`src/rtl/sibc_pkg.sv`:
```
package sibc_pkg;

   localparam int SIBC_NBANK = 8;
   localparam int SIBC_NSLOT = 8;
   localparam int SIBC_NCHR  = 8;
   localparam int SIBC_NPRG  = 4;
   localparam int SIBC_IDX_W = $clog2(SIBC_NBANK);

   typedef enum logic [2:0] {
      SLOT_INDEX  = 3'd0,
      SLOT_BANK   = 3'd1,
      SLOT_MIRR   = 3'd2,
      SLOT_RAM    = 3'd3,
      SLOT_RELOAD = 3'd4,
      SLOT_CLEAR  = 3'd5,
      SLOT_IRQOFF = 3'd6,
      SLOT_IRQON  = 3'd7
   } slot_e;

endpackage

```
`src/rtl/sibc_decode.sv`:
```
module sibc_decode
   import sibc_pkg::*;
(
   input  logic                  wr_en,
   input  logic [2:0]            wr_addr_hi,
   input  logic                  wr_a0,
   output logic [SIBC_NSLOT-1:0] slot_stb
);

   logic [2:0] slot_num;

   assign slot_num = {wr_addr_hi[1:0], wr_a0};

   always_comb begin
      slot_stb = '0;
      if (wr_en && wr_addr_hi[2]) begin
         slot_stb[slot_num] = 1'b1;
      end
   end

endmodule

```
`src/rtl/sibc_regfile.sv`:
```
module sibc_regfile
   import sibc_pkg::*;
#(
   parameter int DATA_W = 8
) (
   input  logic                         clk,
   input  logic                         rst_n,
   input  logic [SIBC_NSLOT-1:0]        slot_stb,
   input  logic [DATA_W-1:0]            wr_data,
   output logic [SIBC_NBANK*DATA_W-1:0] bank_flat,
   output logic [DATA_W-1:0]            index_q,
   output logic                         mirr_q,
   output logic [DATA_W-1:0]            ram_q
);

   localparam int SEL_W = SIBC_IDX_W;

   always_ff @(posedge clk or negedge rst_n) begin
      if (!rst_n) begin
         index_q <= '0;
         mirr_q  <= 1'b0;
         ram_q   <= '0;
      end else begin
         if (slot_stb[SLOT_INDEX]) index_q <= wr_data;
         if (slot_stb[SLOT_MIRR])  mirr_q  <= wr_data[0];
         if (slot_stb[SLOT_RAM])   ram_q   <= wr_data;
      end
   end

   for (genvar g = 0; g < SIBC_NBANK; g++) begin : g_bank
      logic [DATA_W-1:0] q;
      always_ff @(posedge clk or negedge rst_n) begin
         if (!rst_n) begin
            q <= '0;
         end else if (slot_stb[SLOT_BANK] && (index_q[SEL_W-1:0] == SEL_W'(g))) begin
            q <= wr_data;
         end
      end
      assign bank_flat[g*DATA_W +: DATA_W] = q;
   end

   // index byte lands on the next edge
   a_r2_index_store: assert property (@(posedge clk) disable iff (!rst_n)
      slot_stb[SLOT_INDEX] |=> index_q == $past(wr_data));

   // the addressed bank register takes the data
   a_r3_bank_store: assert property (@(posedge clk) disable iff (!rst_n)
      slot_stb[SLOT_BANK] |=>
         bank_flat[$past(index_q[SEL_W-1:0])*DATA_W +: DATA_W] == $past(wr_data));

endmodule

```
`src/rtl/sibc_irq.sv`:
```
module sibc_irq #(
   parameter int CNT_W = 8
) (
   input  logic             clk,
   input  logic             rst_n,
   input  logic             scanline,
   input  logic             reload_stb,
   input  logic             clear_stb,
   input  logic             off_stb,
   input  logic             on_stb,
   input  logic [CNT_W-1:0] wr_val,
   output logic             irq
);

   logic [CNT_W-1:0] cnt_q;
   logic [CNT_W-1:0] reload_q;
   logic [CNT_W-1:0] cnt_nxt;
   logic             en_q;
   logic             irq_q;
   logic             fire;

   always_comb begin
      cnt_nxt = (cnt_q == '0) ? reload_q : cnt_q - 1'b1;
      fire    = scanline && !clear_stb && (cnt_nxt == '0) && en_q;
   end

   always_ff @(posedge clk or negedge rst_n) begin
      if (!rst_n) begin
         cnt_q    <= '0;
         reload_q <= '0;
         en_q     <= 1'b0;
         irq_q    <= 1'b0;
      end else begin
         if (reload_stb) reload_q <= wr_val;

         if (clear_stb)     cnt_q <= '0;
         else if (scanline) cnt_q <= cnt_nxt;

         if (off_stb)     en_q <= 1'b0;
         else if (on_stb) en_q <= 1'b1;

         if (off_stb)   irq_q <= 1'b0;
         else if (fire) irq_q <= 1'b1;
      end
   end

   assign irq = irq_q;

   // acknowledge drops the request
   a_r7_ack_drops: assert property (@(posedge clk) disable iff (!rst_n)
      off_stb |=> !irq);

   // a raised request is held until acknowledged
   a_r7_irq_holds: assert property (@(posedge clk) disable iff (!rst_n)
      (irq && !off_stb) |=> irq);

   // clear wins over a coincident scanline
   a_r10_clear_wins: assert property (@(posedge clk) disable iff (!rst_n)
      clear_stb |=> cnt_q == '0);

   // zero counter reloads from the latched value
   a_r6_reload_on_zero: assert property (@(posedge clk) disable iff (!rst_n)
      (scanline && !clear_stb && cnt_q == '0) |=> cnt_q == $past(reload_q));

   // non-zero counter steps down by one
   a_r6_step_down: assert property (@(posedge clk) disable iff (!rst_n)
      (scanline && !clear_stb && cnt_q != '0) |=> cnt_q == $past(cnt_q) - 1'b1);

endmodule

```
`src/rtl/sibc_window_map.sv`:
```
module sibc_window_map
   import sibc_pkg::*;
#(
   parameter int DATA_W = 8
) (
   input  logic [SIBC_NBANK*DATA_W-1:0] bank_flat,
   input  logic                         chr_swap,
   input  logic                         prg_swap,
   output logic [SIBC_NCHR*DATA_W-1:0]  chr_flat,
   output logic [SIBC_NPRG*DATA_W-1:0]  prg_flat
);

   localparam int                HALF    = SIBC_NCHR / 2;
   localparam logic [DATA_W-1:0] FIX_TOP = '1;
   localparam logic [DATA_W-1:0] FIX_LOW = {{(DATA_W-1){1'b1}}, 1'b0};

   logic [DATA_W-1:0] bank [SIBC_NBANK];
   logic [DATA_W-1:0] chr_base [SIBC_NCHR];

   for (genvar b = 0; b < SIBC_NBANK; b++) begin : g_unpack
      assign bank[b] = bank_flat[b*DATA_W +: DATA_W];
   end

   for (genvar s = 0; s < SIBC_NCHR; s++) begin : g_chr
      if (s < HALF) begin : g_pair
         assign chr_base[s] = {bank[s/2][DATA_W-1:1], 1'(s % 2)};
      end else begin : g_single
         assign chr_base[s] = bank[s-2];
      end
      assign chr_flat[s*DATA_W +: DATA_W] = chr_swap ? chr_base[s ^ HALF] : chr_base[s];
   end

   assign prg_flat[0*DATA_W +: DATA_W] = prg_swap ? FIX_LOW : bank[6];
   assign prg_flat[1*DATA_W +: DATA_W] = bank[7];
   assign prg_flat[2*DATA_W +: DATA_W] = prg_swap ? bank[6] : FIX_LOW;
   assign prg_flat[3*DATA_W +: DATA_W] = FIX_TOP;

endmodule

```
`src/rtl/scanirq_bank_ctrl.sv`:
```
module scanirq_bank_ctrl
   import sibc_pkg::*;
#(
   parameter int DATA_W = 8,
   parameter int CNT_W  = 8
) (
   input  logic                         clk,
   input  logic                         rst_n,
   input  logic                         wr_en,
   input  logic [2:0]                   wr_addr_hi,
   input  logic                         wr_a0,
   input  logic [DATA_W-1:0]            wr_data,
   input  logic                         scanline,
   output logic [SIBC_NBANK*DATA_W-1:0] bank_regs,
   output logic [DATA_W-1:0]            index_reg,
   output logic                         prg_swap,
   output logic                         chr_swap,
   output logic                         mirror,
   output logic [DATA_W-1:0]            ram_ctrl,
   output logic [SIBC_NCHR*DATA_W-1:0]  chr_bank,
   output logic [SIBC_NPRG*DATA_W-1:0]  prg_bank,
   output logic                         irq
);

   localparam int PRG_SWAP_BIT = 6;
   localparam int CHR_SWAP_BIT = 7;

   if (DATA_W < 8) begin : g_bad_data_w
      $error("scanirq_bank_ctrl: DATA_W must be at least 8");
   end
   if (CNT_W < 1 || CNT_W > DATA_W) begin : g_bad_cnt_w
      $error("scanirq_bank_ctrl: CNT_W must lie in 1..DATA_W");
   end

   logic [SIBC_NSLOT-1:0] slot_stb;
   logic                  mirr_q;

   sibc_decode u_decode (
      .wr_en      (wr_en),
      .wr_addr_hi (wr_addr_hi),
      .wr_a0      (wr_a0),
      .slot_stb   (slot_stb)
   );

   sibc_regfile #(.DATA_W(DATA_W)) u_regs (
      .clk       (clk),
      .rst_n     (rst_n),
      .slot_stb  (slot_stb),
      .wr_data   (wr_data),
      .bank_flat (bank_regs),
      .index_q   (index_reg),
      .mirr_q    (mirr_q),
      .ram_q     (ram_ctrl)
   );

   sibc_irq #(.CNT_W(CNT_W)) u_irq (
      .clk        (clk),
      .rst_n      (rst_n),
      .scanline   (scanline),
      .reload_stb (slot_stb[SLOT_RELOAD]),
      .clear_stb  (slot_stb[SLOT_CLEAR]),
      .off_stb    (slot_stb[SLOT_IRQOFF]),
      .on_stb     (slot_stb[SLOT_IRQON]),
      .wr_val     (wr_data[CNT_W-1:0]),
      .irq        (irq)
   );

   assign prg_swap = index_reg[PRG_SWAP_BIT];
   assign chr_swap = index_reg[CHR_SWAP_BIT];
   assign mirror   = ~mirr_q;

   sibc_window_map #(.DATA_W(DATA_W)) u_map (
      .bank_flat (bank_regs),
      .chr_swap  (chr_swap),
      .prg_swap  (prg_swap),
      .chr_flat  (chr_bank),
      .prg_flat  (prg_bank)
   );

endmodule

```
`config.mk`:
```
export PLATFORM = sky130hd
export DESIGN_NAME = scanirq_bank_ctrl
export DESIGN_NICKNAME = d
export VERILOG_FILES = /design/src/rtl/sibc_pkg.sv /design/src/rtl/sibc_decode.sv /design/src/rtl/sibc_regfile.sv /design/src/rtl/sibc_irq.sv /design/src/rtl/sibc_window_map.sv /design/src/rtl/scanirq_bank_ctrl.sv
export SDC_FILE = /design/constraint.sdc
export NUM_CORES = 1
export LEC_CHECK = 0
export ABC_AREA = 1
export ABC_CLOCK_PERIOD_IN_PS = 1700
export BUFFER_PORTS_ARGS = -buffer_cell sky130_fd_sc_hd__buf_2
export CAP_MARGIN = 10
export CELL_PAD_IN_SITES_DETAIL_PLACEMENT = 1
export CELL_PAD_IN_SITES_GLOBAL_PLACEMENT = 1
export CORE_ASPECT_RATIO = 0.7
export CORE_MARGIN = 3
export CORE_UTILIZATION = 31
export CTS_CLUSTER_DIAMETER = 200
export DETAILED_ROUTE_END_ITERATION = 8
export PLACE_DENSITY = 0.72
export REMOVE_ABC_BUFFERS = 1
export SYNTH_ARGS = -nofsm -noshare
export SYNTH_HDL_FRONTEND = slang
export SYNTH_SLANG_ARGS = --single-unit
export TNS_END_PERCENT = 10
```
`constraint.sdc`:
```
create_clock -name clk -period 1.7 [get_ports clk]
set_clock_uncertainty 0.15 [all_clocks]
set_input_delay 0 -clock clk [delete_from_list [all_inputs] [get_ports clk]]
set_output_delay 0 -clock clk [all_outputs]
set_load 0.005 [all_outputs]
```
==> results of run 1 <==
-- layer usage --
| metal | routed length, um | share of wire | vias up |
|---|---|---|---|
| met4 | 188 | 0.012 | 0 |
| met2 | 7430 | 0.46 | 153 |
| li1 | - | - | 2301 |
| met1 | 7780 | 0.48 | 2292 |
| met3 | 867 | 0.053 | 16 |
| met5 | 0 | 0 | - |
-- synthesized netlist by cell type, drive strengths merged, types with 3 or more instances --
| cell type | number | area (sq um) |
|---|---|---|
| nor2 | 20 | 109 |
| o21ai | 150 | 773 |
| nand3 | 23 | 165 |
| inv | 74 | 278 |
| nand4 | 6 | 82.6 |
| buf | 26 | 215 |
| dfrtp | 99 | 2480 |
| clkbuf | 21 | 78.8 |
| a21oi | 3 | 15.0 |
| nand2 | 177 | 689 |
| o22ai | 3 | 18.8 |
-- cells by family (layout without fill, tap and decap cells) --
| group | Yosys count | in the layout |
|---|---|---|
| and+or+nand+nor | 228 | 228 |
| AOI/OAI and AO/OA | 157 | 157 |
| buffers and inverters | 124 | 303 |
| DFF | 99 | 99 |
| adders and majority gates | 2 | 2 |
| other | 1 | 8 |
| xor gates and xnor gates | 1 | 1 |
-- power by group through the flow --
stage	clock, mW	sequential [mW]	combinational [mW]
after floorplan	0	3.12	1.35
after global placement	0	3.12	2.46
final	1.99	3.10	2.83
after detailed placement	0	3.13	2.57
after CTS	2.05	3.10	2.70
after global routing	2.16	3.17	3.20
-- worst paths after layout --
| check | startpoint | to | slack, ns |
|---|---|---|---|
| worst min register to register | u_regs.ram_q[2]$_DFFE_PN0P_ | u_regs.ram_q[2]$_DFFE_PN0P_ | 0.34 |
| worst min-delay path | wr_data[3] | u_regs.g_bank[4].q[3]$_DFFE_PN0P_ | 0.01 |
| min in group asynchronous | rst_n | u_regs.ram_q[2]$_DFFE_PN0P_ | 0.03 |
| max in group asynchronous | rst_n | u_regs.g_bank[6].q[2]$_DFFE_PN0P_ | 0.71 |
| worst max-delay path | u_irq.cnt_q[0]$_DFFE_PN0P_ | u_irq.irq$_DFFE_PN0P_ | 0.01 |
| worst max register to register | u_irq.cnt_q[0]$_DFFE_PN0P_ | u_irq.irq$_DFFE_PN0P_ | 0.01 |
-- sequential cells by signal (all words and copies together), names as in the netlist --
name,count
u_regs.g_bank.q,64
u_irq.reload_q,8
u_regs.ram_q,8
u_irq.irq,1
u_regs.index_q,8
u_regs.mirr_q,1
u_irq.cnt_q,8
u_irq.en_q,1
-- what timing repair did --
item,in CTS,in global routing
gates resized for setup,8,19
setup endpoints to repair,1,46
pin swaps,6,8
hold buffers,8,0
buffers inserted,4,2
hold endpoints to repair,93,0
-- worst min-delay path: cells and delay by family --
family / cells / cell delay (ns)
AOI/OAI and AO/OA: 1 / 0.19
buffers and inverters: 2 / 0.28
-- cell type report --
class / count / share of cell area
sequential: 99 / 0.381
multi-input combinational: 396 / 0.310
timing repair buffer: 210 / 0.179
inverter: 77 / 0.0472
tap: 200 / 0.0385
clock buffer: 9 / 0.0347
clock inverter: 7 / 0.00924
==> key figures, run 1 <==
Critical path
  – CP max-delay cell: sky130_fd_sc_hd__dfrtp_1
  – Critical path endpoint category: flip-flop
  – WP data arrival: about 1.8 ns
  – Required time at the worst-slack endpoint: between 1.5 and 2 ns
  – Worst path max stage delay: roughly 0.40 ns
  – Critical path's top delay family: simple AND/OR/NAND/NOR gates
  – CP startpoint kind: flip-flop
  – Buffers plus inverters on the worst setup path: 2
  – Cells on worst reg2reg path: 9
  – Setup Crit Path Kind: flip-flop to flip-flop
  – CP Max Fanout: 8
  – Cell-by-cell trace of the critical path: inv_2 > ha_4 > nand2_4 > inv_8 > nand2_8 > or2_0 > nand2_1 > nand4_1 > a21oi_2
  – Number of stages on the worst setup path: 9

STA
  – Unrepaired setup endpoints after global routing: true
  – Final worst-path setup slack: 0.00952 ns
  – Tightest slew margin relative to the limit: 0.614
  – Number of hold violations in the final report: 0
  – Fmax: ~0.6 GHz
  – Final Hold Slack: between 0.01 and 0.015 ns
  – Final total negative setup slack: 0 ns
  – Worst slew pin tran: 0.578 ns
  – Final cycle utilization of the critical path: 0.994
  – Final-report setup violation count: 0
  – Post-route minimum period: 1.69 ns
  – Final max-slew violation count: 0

Global route
  – Layer with the highest usage: met2
  – First-pass GRT wire length: around 26000 um
  – Initial antenna violation count: 0
  – Global routing usage on met3: 0.0335
  – Met2 demand-to-capacity share in global routing: 0.298
  – M1 GR Usage: 0.260
  – Aggregate global-route resource usage: 0.185
  – Via count of the first global-routing pass: around 4900
  – Maximum number of pins on one net before global-route repair: 41
  – Total grt overflow: 0

Power and ir drop
  – Worst VDD drop: ~0.48 mV
  – Cell Pwr Density: ~1200 nW/um^2
  – Leakage Power: 3.52 nW
  – Fraction of power spent switching nets: 0.378
  – Relative contribution of sequential cells to total power: 0.392
  – Switching power: 2.99 mW
  – Overall power consumption: roughly 7.9 mW
  – Part of the power in the clock network: 0.251
  – Combinational Power Share: 0.357
  – Internal Pwr Total: a little under 5 mW

Run status
  – Outcome: completed

Synth
  – Gate Count Post-Synth: approximately 610
  – Multiplexer share of the synthesized area: 0
  – Compound-cell area share of the yosys netlist: 0.163
  – EDFF count, synth: 0
  – Post-Synth XOR/XNOR Area: 0.00175
  – Distinct cells, synth: 30
  – Proportion of synthesized flip-flops having asynchronous set or reset: 1.00
  – Sequential cell area fraction in the yosys report: 0.496
  – Number of storage elements in the synthesis netlist: approximately 100
  – Simple-gate share of the synthesized area: 0.212
  – Total standard cell area after synthesis: approximately 5000 sq um
  – Dominant register cell in the synthesized netlist: sky130_fd_sc_hd__dfrtp_1
  – Dominant combinational cell family by area after synthesis: simple AND/OR/NAND/NOR gates
  – Count of yosys warnings during synthesis: 0
  – Post-synthesis area per instance: 8.16 sq um
  – Adder-cell area share of the yosys netlist: 0.00501

Floorplan
  – Die span in x: ~160 um
  – Count of pins on the block boundary: 196
  – Die Y-Extent: about 110 um
  – Floorplan row count: 38
  – Starting utilization of the core area: 0.319
  – Core area: around 16000 sq um
  – Total die area: between 15000 and 20000 sq um

Route
  – First drt pass iteration count: 6
  – Vias per Instance: 4.77
  – Initial detailed-routing violation count: between 200 and 300
  – Antenna violation net count after detailed routing: 0
  – Detailed-route via count: roughly 4800
  – Routed length per placed instance: 16.3 um
  – WL final: approximately 16000 um
  – Post-route DRC violation count: 0

Run
  – Max-cap check violation count: 0

Clocking
  – H-Tree Depth: 3
  – CTS tree: built
  – Buffer type at the clock tree root: sky130_fd_sc_hd__clkbuf_16
  – Clock transition at the registers of the reported paths: roughly 0.07 ns
  – Count of clock tree sinks: between 90 and 100
  – Maximum buffer depth of the clock tree: 2
  – Clk Latency, worst-skew pair: about 0.35 ns
  – Inserted Clock Buffers: 9

Finish
  – Final design instance area without fill: roughly 6500 sq um
  – Most frequent standard cell in the layout excluding fill and tap cells: sky130_fd_sc_hd__buf_2
  – Final cell count without fillers: ~1000
  – Sequential cell area in the final layout: approximately 2500 sq um
  – Commonest cells after routing, fill and taps aside: sky130_fd_sc_hd__buf_2, sky130_fd_sc_hd__nand2_1, sky130_fd_sc_hd__o21ai_0
  – Final core occ: 0.415
  – Proportion of layout cells with a drive suffix above 1: 0.323
  – Area growth from synthesis to layout: 30.1%
  – Area of combinational cells with multiple inputs: just over 2000 sq um
  – Antenna cell count: 0
  – Number of filler cells placed in the layout: approximately 1900
  – # nets final: between 800 and 900

Placed design
  – Worst setup slack before clock tree synthesis: -0.0703 ns
  – Number of buffers inserted by port buffering: ~190
  – Post-Place Cell Area: approximately 6000 sq um
  – Weighted congestion at the end of routability-driven global placement: ~0.97
  – Post-detailed-placement half-perimeter wirelength: around 12000 um
  – Number of placed cells counting well taps: 969

Min path
  – Tightest Hold Check Type: primary input to flip-flop
  – Instance count along the most critical hold path: 3
(Power assumes the default switching activity.)
==> run 2, diff against run 1 <==
--- a/config.mk
+++ b/config.mk
@@ -9,14 +9,12 @@
 export ABC_CLOCK_PERIOD_IN_PS = 1700
 export BUFFER_PORTS_ARGS = -buffer_cell sky130_fd_sc_hd__buf_2
 export CAP_MARGIN = 10
-export CELL_PAD_IN_SITES_DETAIL_PLACEMENT = 1
-export CELL_PAD_IN_SITES_GLOBAL_PLACEMENT = 1
-export CORE_ASPECT_RATIO = 0.7
+export CORE_ASPECT_RATIO = 0.6
 export CORE_MARGIN = 3
-export CORE_UTILIZATION = 31
+export CORE_UTILIZATION = 40
 export CTS_CLUSTER_DIAMETER = 200
 export DETAILED_ROUTE_END_ITERATION = 8
-export PLACE_DENSITY = 0.72
+export PLACE_DENSITY = 0.66
 export REMOVE_ABC_BUFFERS = 1
 export SYNTH_ARGS = -nofsm -noshare
 export SYNTH_HDL_FRONTEND = slang
==> key figures, run 2 (same netlist as run 1, synthesis figures left out) <==
Clocking
  – Inserted Clock Buffers: 9 (unchanged)
  – Maximum buffer depth of the clock tree: 2 (unchanged)
  – Clock transition at the registers of the reported paths: 0.07 ns (about the same)
  – CTS tree: built (unchanged)
  – Clk Latency, worst-skew pair: 0.34 ns (was 0.35 ns)
  – Buffer type at the clock tree root: sky130_fd_sc_hd__clkbuf_16 (unchanged)
  – H-Tree Depth: 3 (unchanged)
  – Count of clock tree sinks: 99 (unchanged)

Power and ir drop
  – Leakage Power: 3.52 nW (about the same)
  – Worst VDD drop: 0.561 mV (was 0.484 mV)
  – Cell Pwr Density: 1250 nW/um^2 (was 1220 nW/um^2)

STA
  – Number of hold violations in the final report: 0 (unchanged)
  – Post-route minimum period: 1.66 ns (was 1.69 ns)
  – Final total negative setup slack: 0 ns (unchanged)
  – Final Hold Slack: 0.0185 ns (was 0.0139 ns)
  – Final cycle utilization of the critical path: 0.975 (was 0.994)
  – Final-report setup violation count: 0 (unchanged)
  – Final max-slew violation count: 0 (unchanged)
  – Worst slew pin tran: 0.555 ns (was 0.578 ns)
  – Fmax: 0.604 GHz (was 0.592 GHz)
  – Tightest slew margin relative to the limit: 0.630 (was 0.614)
  – Unrepaired setup endpoints after global routing: true (unchanged)

Finish
  – Flip-flop count of the largest register, all copies and words added: 64 (unchanged)
  – Sequential cell area in the final layout: 2480 sq um (about the same)
  – Final design instance area without fill: 6510 sq um (was 6500 sq um)
  – Area growth from synthesis to layout: 30.4% (was 30.1%)
  – Final core occ: 0.554 (was 0.415)
  – # nets final: 814 (was 811)
  – Proportion of layout cells with a drive suffix above 1: 0.327 (was 0.323)
  – Area of combinational cells with multiple inputs: 2020 sq um (about the same)
  – Commonest cells after routing, fill and taps aside: sky130_fd_sc_hd__buf_2, sky130_fd_sc_hd__nand2_1, sky130_fd_sc_hd__o21ai_0 (unchanged)
  – Register bank with the most flops: u_regs.g_bank.q (unchanged)
  – Number of filler cells placed in the layout: 1109 (was 1933)
  – Most frequent standard cell in the layout excluding fill and tap cells: sky130_fd_sc_hd__buf_2 (unchanged)

Global route
  – Aggregate global-route resource usage: 0.217 (was 0.185)
  – Via count of the first global-routing pass: 4447 (was 4850)
  – Total grt overflow: 0 (unchanged)
  – Maximum number of pins on one net before global-route repair: 38 (was 41)
  – First-pass GRT wire length: 23700 um (was 26100 um)
  – Initial antenna violation count: 0 (unchanged)

Placed design
  – Post-detailed-placement half-perimeter wirelength: 11100 um (was 12000 um)
  – Number of buffers inserted by port buffering: 187 (unchanged)
  – Weighted congestion at the end of routability-driven global placement: 0.870 (was 0.970)
  – Post-Place Cell Area: 5970 sq um (was 6000 sq um)

Min path
  – Tightest Hold Check Type: primary input to flip-flop (unchanged)
  – Instance count along the most critical hold path: 3 (unchanged)

Floorplan
  – Count of pins on the block boundary: 196 (unchanged)
  – Die span in x: 150 um (was 158 um)
  – Die Y-Extent: 92.6 um (was 112 um)
  – Starting utilization of the core area: 0.425 (was 0.319)
  – Total die area: 13900 sq um (was 17700 sq um)
  – Core area: 11700 sq um (was 15600 sq um)
  – Floorplan row count: 30 (was 38)

Route
  – Routed length per placed instance: 16.0 um (was 16.3 um)
  – Post-route DRC violation count: 0 (unchanged)
  – Initial detailed-routing violation count: 284 (was 276)
  – WL final: 15400 um (was 16300 um)
  – Antenna violation net count after detailed routing: 0 (unchanged)
  – Vias per Instance: 4.96 (was 4.77)
  – Detailed-route via count: 4767 (was 4762)
  – First drt pass iteration count: 5 (was 6)

Critical path
  – CP startpoint kind: flip-flop (unchanged)
  – WP data arrival: 1.77 ns (was 1.82 ns)
  – CP Max Fanout: 8 (unchanged)
  – Critical path endpoint category: flip-flop (unchanged)
  – Setup Crit Path Kind: flip-flop to flip-flop (unchanged)
  – Required time at the worst-slack endpoint: 1.81 ns (was 1.83 ns)
  – Cells on worst reg2reg path: 9 (unchanged)

Run status
  – Outcome: completed (unchanged)

Run
  – Max-cap check violation count: 0 (unchanged)
==> run 2: changes by cell type in the layout (fill, tap and decap cells not counted), sizes merged <==
cell	change
clkinvlp	+2
dlygate4sd3	+1
bufinv	+1
diode	+1
clkbuf	+2
buf	+2
clkinv	-3
inv	-2
==> run 2: routing by layer <==
metal,track usage,share of wire,vias to the layer above
met5,0,0,-
li1,-,-,2307
met1,0.305,0.46,2238
met2,0.341,0.45,204
met4,0.0525,0.012,0
met3,0.0494,0.076,18
==> run 2: through the flow <==
stage | cells | worst slack (ns) | power, mW
after global placement | 929 | -0.0147 | 5.62
after floorplan | 572 | -0.410 | 4.47
final | 962 | 0.0432 | 8.11
after CTS | 958 | 0.00720 | 7.91
after global routing | 961 | -0.0525 | 8.65
after detailed placement | 929 | -0.0469 | 5.68
==> run 2: worst max-delay path, stage by stage (launching register included) <==
cell and delay, ns:
sky130_fd_sc_hd__dfrtp_1 0.40, sky130_fd_sc_hd__inv_2 0.12, sky130_fd_sc_hd__ha_4 0.16, sky130_fd_sc_hd__nand2_4 0.06, sky130_fd_sc_hd__inv_8 0.09, sky130_fd_sc_hd__nand2_8 0.07, sky130_fd_sc_hd__or2_0 0.22, sky130_fd_sc_hd__nand2_1 0.09
sky130_fd_sc_hd__nand4_1 0.10, sky130_fd_sc_hd__a21oi_1 0.12
==> run 2: final timing paths <==
kind                                                  start                                end  slack, ns
worst min-delay path                             wr_data[6]  u_regs.g_bank[0].q[6]$_DFFE_PN0P_       0.02
max in group asynchronous                             rst_n  u_regs.g_bank[0].q[0]$_DFFE_PN0P_       0.80
worst max-delay path             u_irq.cnt_q[1]$_DFFE_PN0P_              u_irq.irq$_DFFE_PN0P_       0.04
worst min register to register  u_regs.ram_q[5]$_DFFE_PN0P_        u_regs.ram_q[5]$_DFFE_PN0P_       0.34
worst max register to register   u_irq.cnt_q[1]$_DFFE_PN0P_              u_irq.irq$_DFFE_PN0P_       0.04
min in group asynchronous                             rst_n         u_irq.cnt_q[4]$_DFFE_PN0P_       0.03
==> run 2: repair_timing <==
action                     4_1_cts  5_1_grt
hold buffers                     9        0
pin swaps                        4       15
setup endpoints to repair       28       41
hold endpoints to repair       110        0
buffers inserted                 4        4
resized for setup                7       28
==> run 2: power breakdown <==
| group | internal (mW) | total, mW | switching [mW] |
|---|---|---|---|
| clock network | 1.15 | 2.06 | 0.907 |
| logic | 1.23 | 2.95 | 1.72 |
| registers | 2.74 | 3.11 | 0.371 |
| total | 5.12 | 8.11 | 3.00 |
==> run 2: cell type report <==
class | instances | area share
diodes | 1 | 0.000384
clock buffers | 11 | 0.0357
clock inverters | 5 | 0.00961
inverters | 77 | 0.0475
multi-input cells | 396 | 0.311
flip-flops and latches | 99 | 0.381
well taps | 160 | 0.0307
repair buffers | 213 | 0.185
==> run 3, diff against run 2 <==
--- a/config.mk
+++ b/config.mk
@@ -12,6 +12,7 @@
 export CORE_ASPECT_RATIO = 0.6
 export CORE_MARGIN = 3
 export CORE_UTILIZATION = 40
+export CTS_BUF_LIST = sky130_fd_sc_hd__clkbuf_8
 export CTS_CLUSTER_DIAMETER = 200
 export DETAILED_ROUTE_END_ITERATION = 8
 export PLACE_DENSITY = 0.66
==> key figures, run 3 (same netlist as run 1, synthesis figures left out) <==
Global route
  – Maximum number of pins on one net before global-route repair: 38 (unchanged)
  – Via count of the first global-routing pass: 4408 (was 4447)
  – Aggregate global-route resource usage: 0.215 (was 0.217)
  – Initial antenna violation count: 0 (unchanged)
  – Total grt overflow: 0 (unchanged)
  – First-pass GRT wire length: 23600 um (was 23700 um)

Power and ir drop
  – Leakage Power: 3.50 nW (was 3.52 nW)
  – Overall power consumption: 7.54 mW (was 8.11 mW)
  – Worst VDD drop: 0.442 mV (was 0.561 mV)
  – Cell Pwr Density: 1170 nW/um^2 (was 1250 nW/um^2)

STA
  – Unrepaired setup endpoints after global routing: true (unchanged)
  – Final worst-path setup slack: 0.0262 ns (was 0.0432 ns)
  – Worst slew pin tran: 0.551 ns (was 0.555 ns)
  – Final total negative setup slack: 0 ns (unchanged)
  – Number of hold violations in the final report: 0 (unchanged)
  – Tightest slew margin relative to the limit: 0.632 (was 0.630)
  – Final cycle utilization of the critical path: 0.985 (was 0.975)
  – Final max-slew violation count: 0 (unchanged)
  – Final-report setup violation count: 0 (unchanged)
  – Fmax: 0.597 GHz (was 0.604 GHz)
  – Post-route minimum period: 1.67 ns (was 1.66 ns)

Finish
  – Commonest cells after routing, fill and taps aside: sky130_fd_sc_hd__buf_2, sky130_fd_sc_hd__nand2_1, sky130_fd_sc_hd__o21ai_0 (unchanged)
  – Most frequent standard cell in the layout excluding fill and tap cells: sky130_fd_sc_hd__buf_2 (unchanged)
  – Register bank with the most flops: u_regs.g_bank.q (unchanged)
  – Flip-flop count of the largest register, all copies and words added: 64 (unchanged)
  – Antenna cell count: 0 (was 1)
  – Proportion of layout cells with a drive suffix above 1: 0.327 (about the same)
  – Area growth from synthesis to layout: 28.9% (was 30.4%)
  – Final core occ: 0.548 (was 0.554)
  – # nets final: 818 (was 814)
  – Number of filler cells placed in the layout: 1119 (was 1109)

Run status
  – Outcome: completed (unchanged)

Route
  – Routed length per placed instance: 15.8 um (was 16.0 um)
  – Initial detailed-routing violation count: 283 (was 284)
  – Antenna violation net count after detailed routing: 0 (unchanged)
  – WL final: 15300 um (was 15400 um)
  – First drt pass iteration count: 5 (unchanged)
  – Detailed-route via count: 4812 (was 4767)
  – Vias per Instance: 4.99 (was 4.96)
  – Post-route DRC violation count: 0 (unchanged)

Critical path
  – WP data arrival: 1.81 ns (was 1.77 ns)
  – Critical path endpoint category: flip-flop (unchanged)
  – Required time at the worst-slack endpoint: 1.84 ns (was 1.81 ns)
  – Setup Crit Path Kind: flip-flop to flip-flop (unchanged)
  – CP Max Fanout: 8 (unchanged)
  – CP startpoint kind: flip-flop (unchanged)
  – Cells on worst reg2reg path: 9 (unchanged)

Floorplan
  – Total die area: 13900 sq um (unchanged)
  – Die span in x: 150 um (unchanged)
  – Core area: 11700 sq um (unchanged)
  – Starting utilization of the core area: 0.425 (unchanged)
  – Count of pins on the block boundary: 196 (unchanged)
  – Die Y-Extent: 92.6 um (unchanged)
  – Floorplan row count: 30 (unchanged)

Placed design
  – Post-detailed-placement half-perimeter wirelength: 11100 um (unchanged)
  – Worst setup slack before clock tree synthesis: -0.0469 ns (unchanged)
  – Weighted congestion at the end of routability-driven global placement: 0.870 (unchanged)
  – Number of buffers inserted by port buffering: 187 (unchanged)

Min path
  – Instance count along the most critical hold path: 3 (unchanged)
  – Tightest Hold Check Type: primary input to flip-flop (unchanged)

Clocking
  – H-Tree Depth: 3 (unchanged)
  – CTS tree: built (unchanged)
  – Inserted Clock Buffers: 9 (unchanged)
  – Clk Latency, worst-skew pair: 0.36 ns (was 0.34 ns)
  – Count of clock tree sinks: 99 (unchanged)
  – Maximum buffer depth of the clock tree: 2 (unchanged)
  – Buffer type at the clock tree root: sky130_fd_sc_hd__clkbuf_8 (was sky130_fd_sc_hd__clkbuf_16)
  – Clock transition at the registers of the reported paths: 0.10 ns (was 0.07 ns)

Run
  – Max-cap check violation count: 0 (unchanged)
==> run 3: cell count changes in the layout (fill, tap and decap cells not counted), moves of 2 or more <==
cell                            change
sky130_fd_sc_hd__buf_4              +3
sky130_fd_sc_hd__buf_6              -2
sky130_fd_sc_hd__clkbuf_1           -2
sky130_fd_sc_hd__clkbuf_16          -9
sky130_fd_sc_hd__clkbuf_8           +9
sky130_fd_sc_hd__dlygate4sd3_1      +3
sky130_fd_sc_hd__inv_1              +2
sky130_fd_sc_hd__o21ai_0            -2
sky130_fd_sc_hd__o21ai_1            +2
==> run 3: path summary, 6_finish.rpt <==
check | startpoint | end | slack [ns]
worst min register to register | u_regs.ram_q[6]$_DFFE_PN0P_ | u_regs.ram_q[6]$_DFFE_PN0P_ | 0.34
worst min-delay path | wr_data[5] | u_regs.g_bank[6].q[5]$_DFFE_PN0P_ | 0.01
max in group asynchronous | rst_n | u_regs.g_bank[0].q[0]$_DFFE_PN0P_ | 0.27
worst max-delay path | u_irq.cnt_q[0]$_DFFE_PN0P_ | u_irq.irq$_DFFE_PN0P_ | 0.03
worst max register to register | u_irq.cnt_q[0]$_DFFE_PN0P_ | u_irq.irq$_DFFE_PN0P_ | 0.03
min in group asynchronous | rst_n | u_irq.cnt_q[4]$_DFFE_PN0P_ | 0.56
==> run 3: what timing repair did <==
action,4_1_cts,5_1_grt
resized for setup,8,27
hold buffers,12,0
hold endpoints to repair,126,0
pin swaps,0,12
endpoints found under the setup margin,43,46
buffers inserted,1,7
==> run 3: layer usage <==
metal | global-route usage | vias up | wire length, um
met5 | 0 | - | 0
met4 | 0.0472 | 0 | 167
met3 | 0.0513 | 14 | 1270
met2 | 0.337 | 222 | 6910
met1 | 0.304 | 2265 | 6910
li1 | - | 2311 | -
==> run 3: layout make-up <==
type | instances | area (sq um) | area share
clock buffer | 9 | 124 | 0.0192
clock inverter | 7 | 70.1 | 0.0109
inverter | 77 | 307 | 0.0476
multi-input combinational | 396 | 2020 | 0.314
sequential | 99 | 2480 | 0.385
tap | 160 | 200 | 0.0311
timing repair buffer | 217 | 1240 | 0.192
==> run 3: critical path, cell delays in order (launching register included) <==
cell	delay (ns)
sky130_fd_sc_hd__dfrtp_1	0.40
sky130_fd_sc_hd__inv_2	0.12
sky130_fd_sc_hd__ha_4	0.16
sky130_fd_sc_hd__nand2_4	0.07
sky130_fd_sc_hd__inv_8	0.09
sky130_fd_sc_hd__nand2_8	0.07
sky130_fd_sc_hd__or2_0	0.22
sky130_fd_sc_hd__nand2_1	0.10
sky130_fd_sc_hd__nand4_1	0.10
sky130_fd_sc_hd__a21oi_1	0.14
==> run 3: report_power, final <==
| part | switching [mW] | internal (mW) | leakage, nW |
|---|---|---|---|
| clock network | 0.828 | 0.678 | 0.0984 |
| registers | 0.363 | 2.74 | 1.31 |
| logic | 1.71 | 1.22 | 2.09 |
==> run 3: stage by stage <==
step / instance area, sq um / instances / hold WS, ns
2_1_floorplan: 4730 / 572 / -0.446
3_3_place_gp: 5970 / 929 / -0.156
3_5_place_dp: 5970 / 929 / -0.147
4_1_cts: 6310 / 958 / 0.0110
5_1_grt: 6440 / 965 / 0.0408
6_report: 6440 / 965 / 0.0113
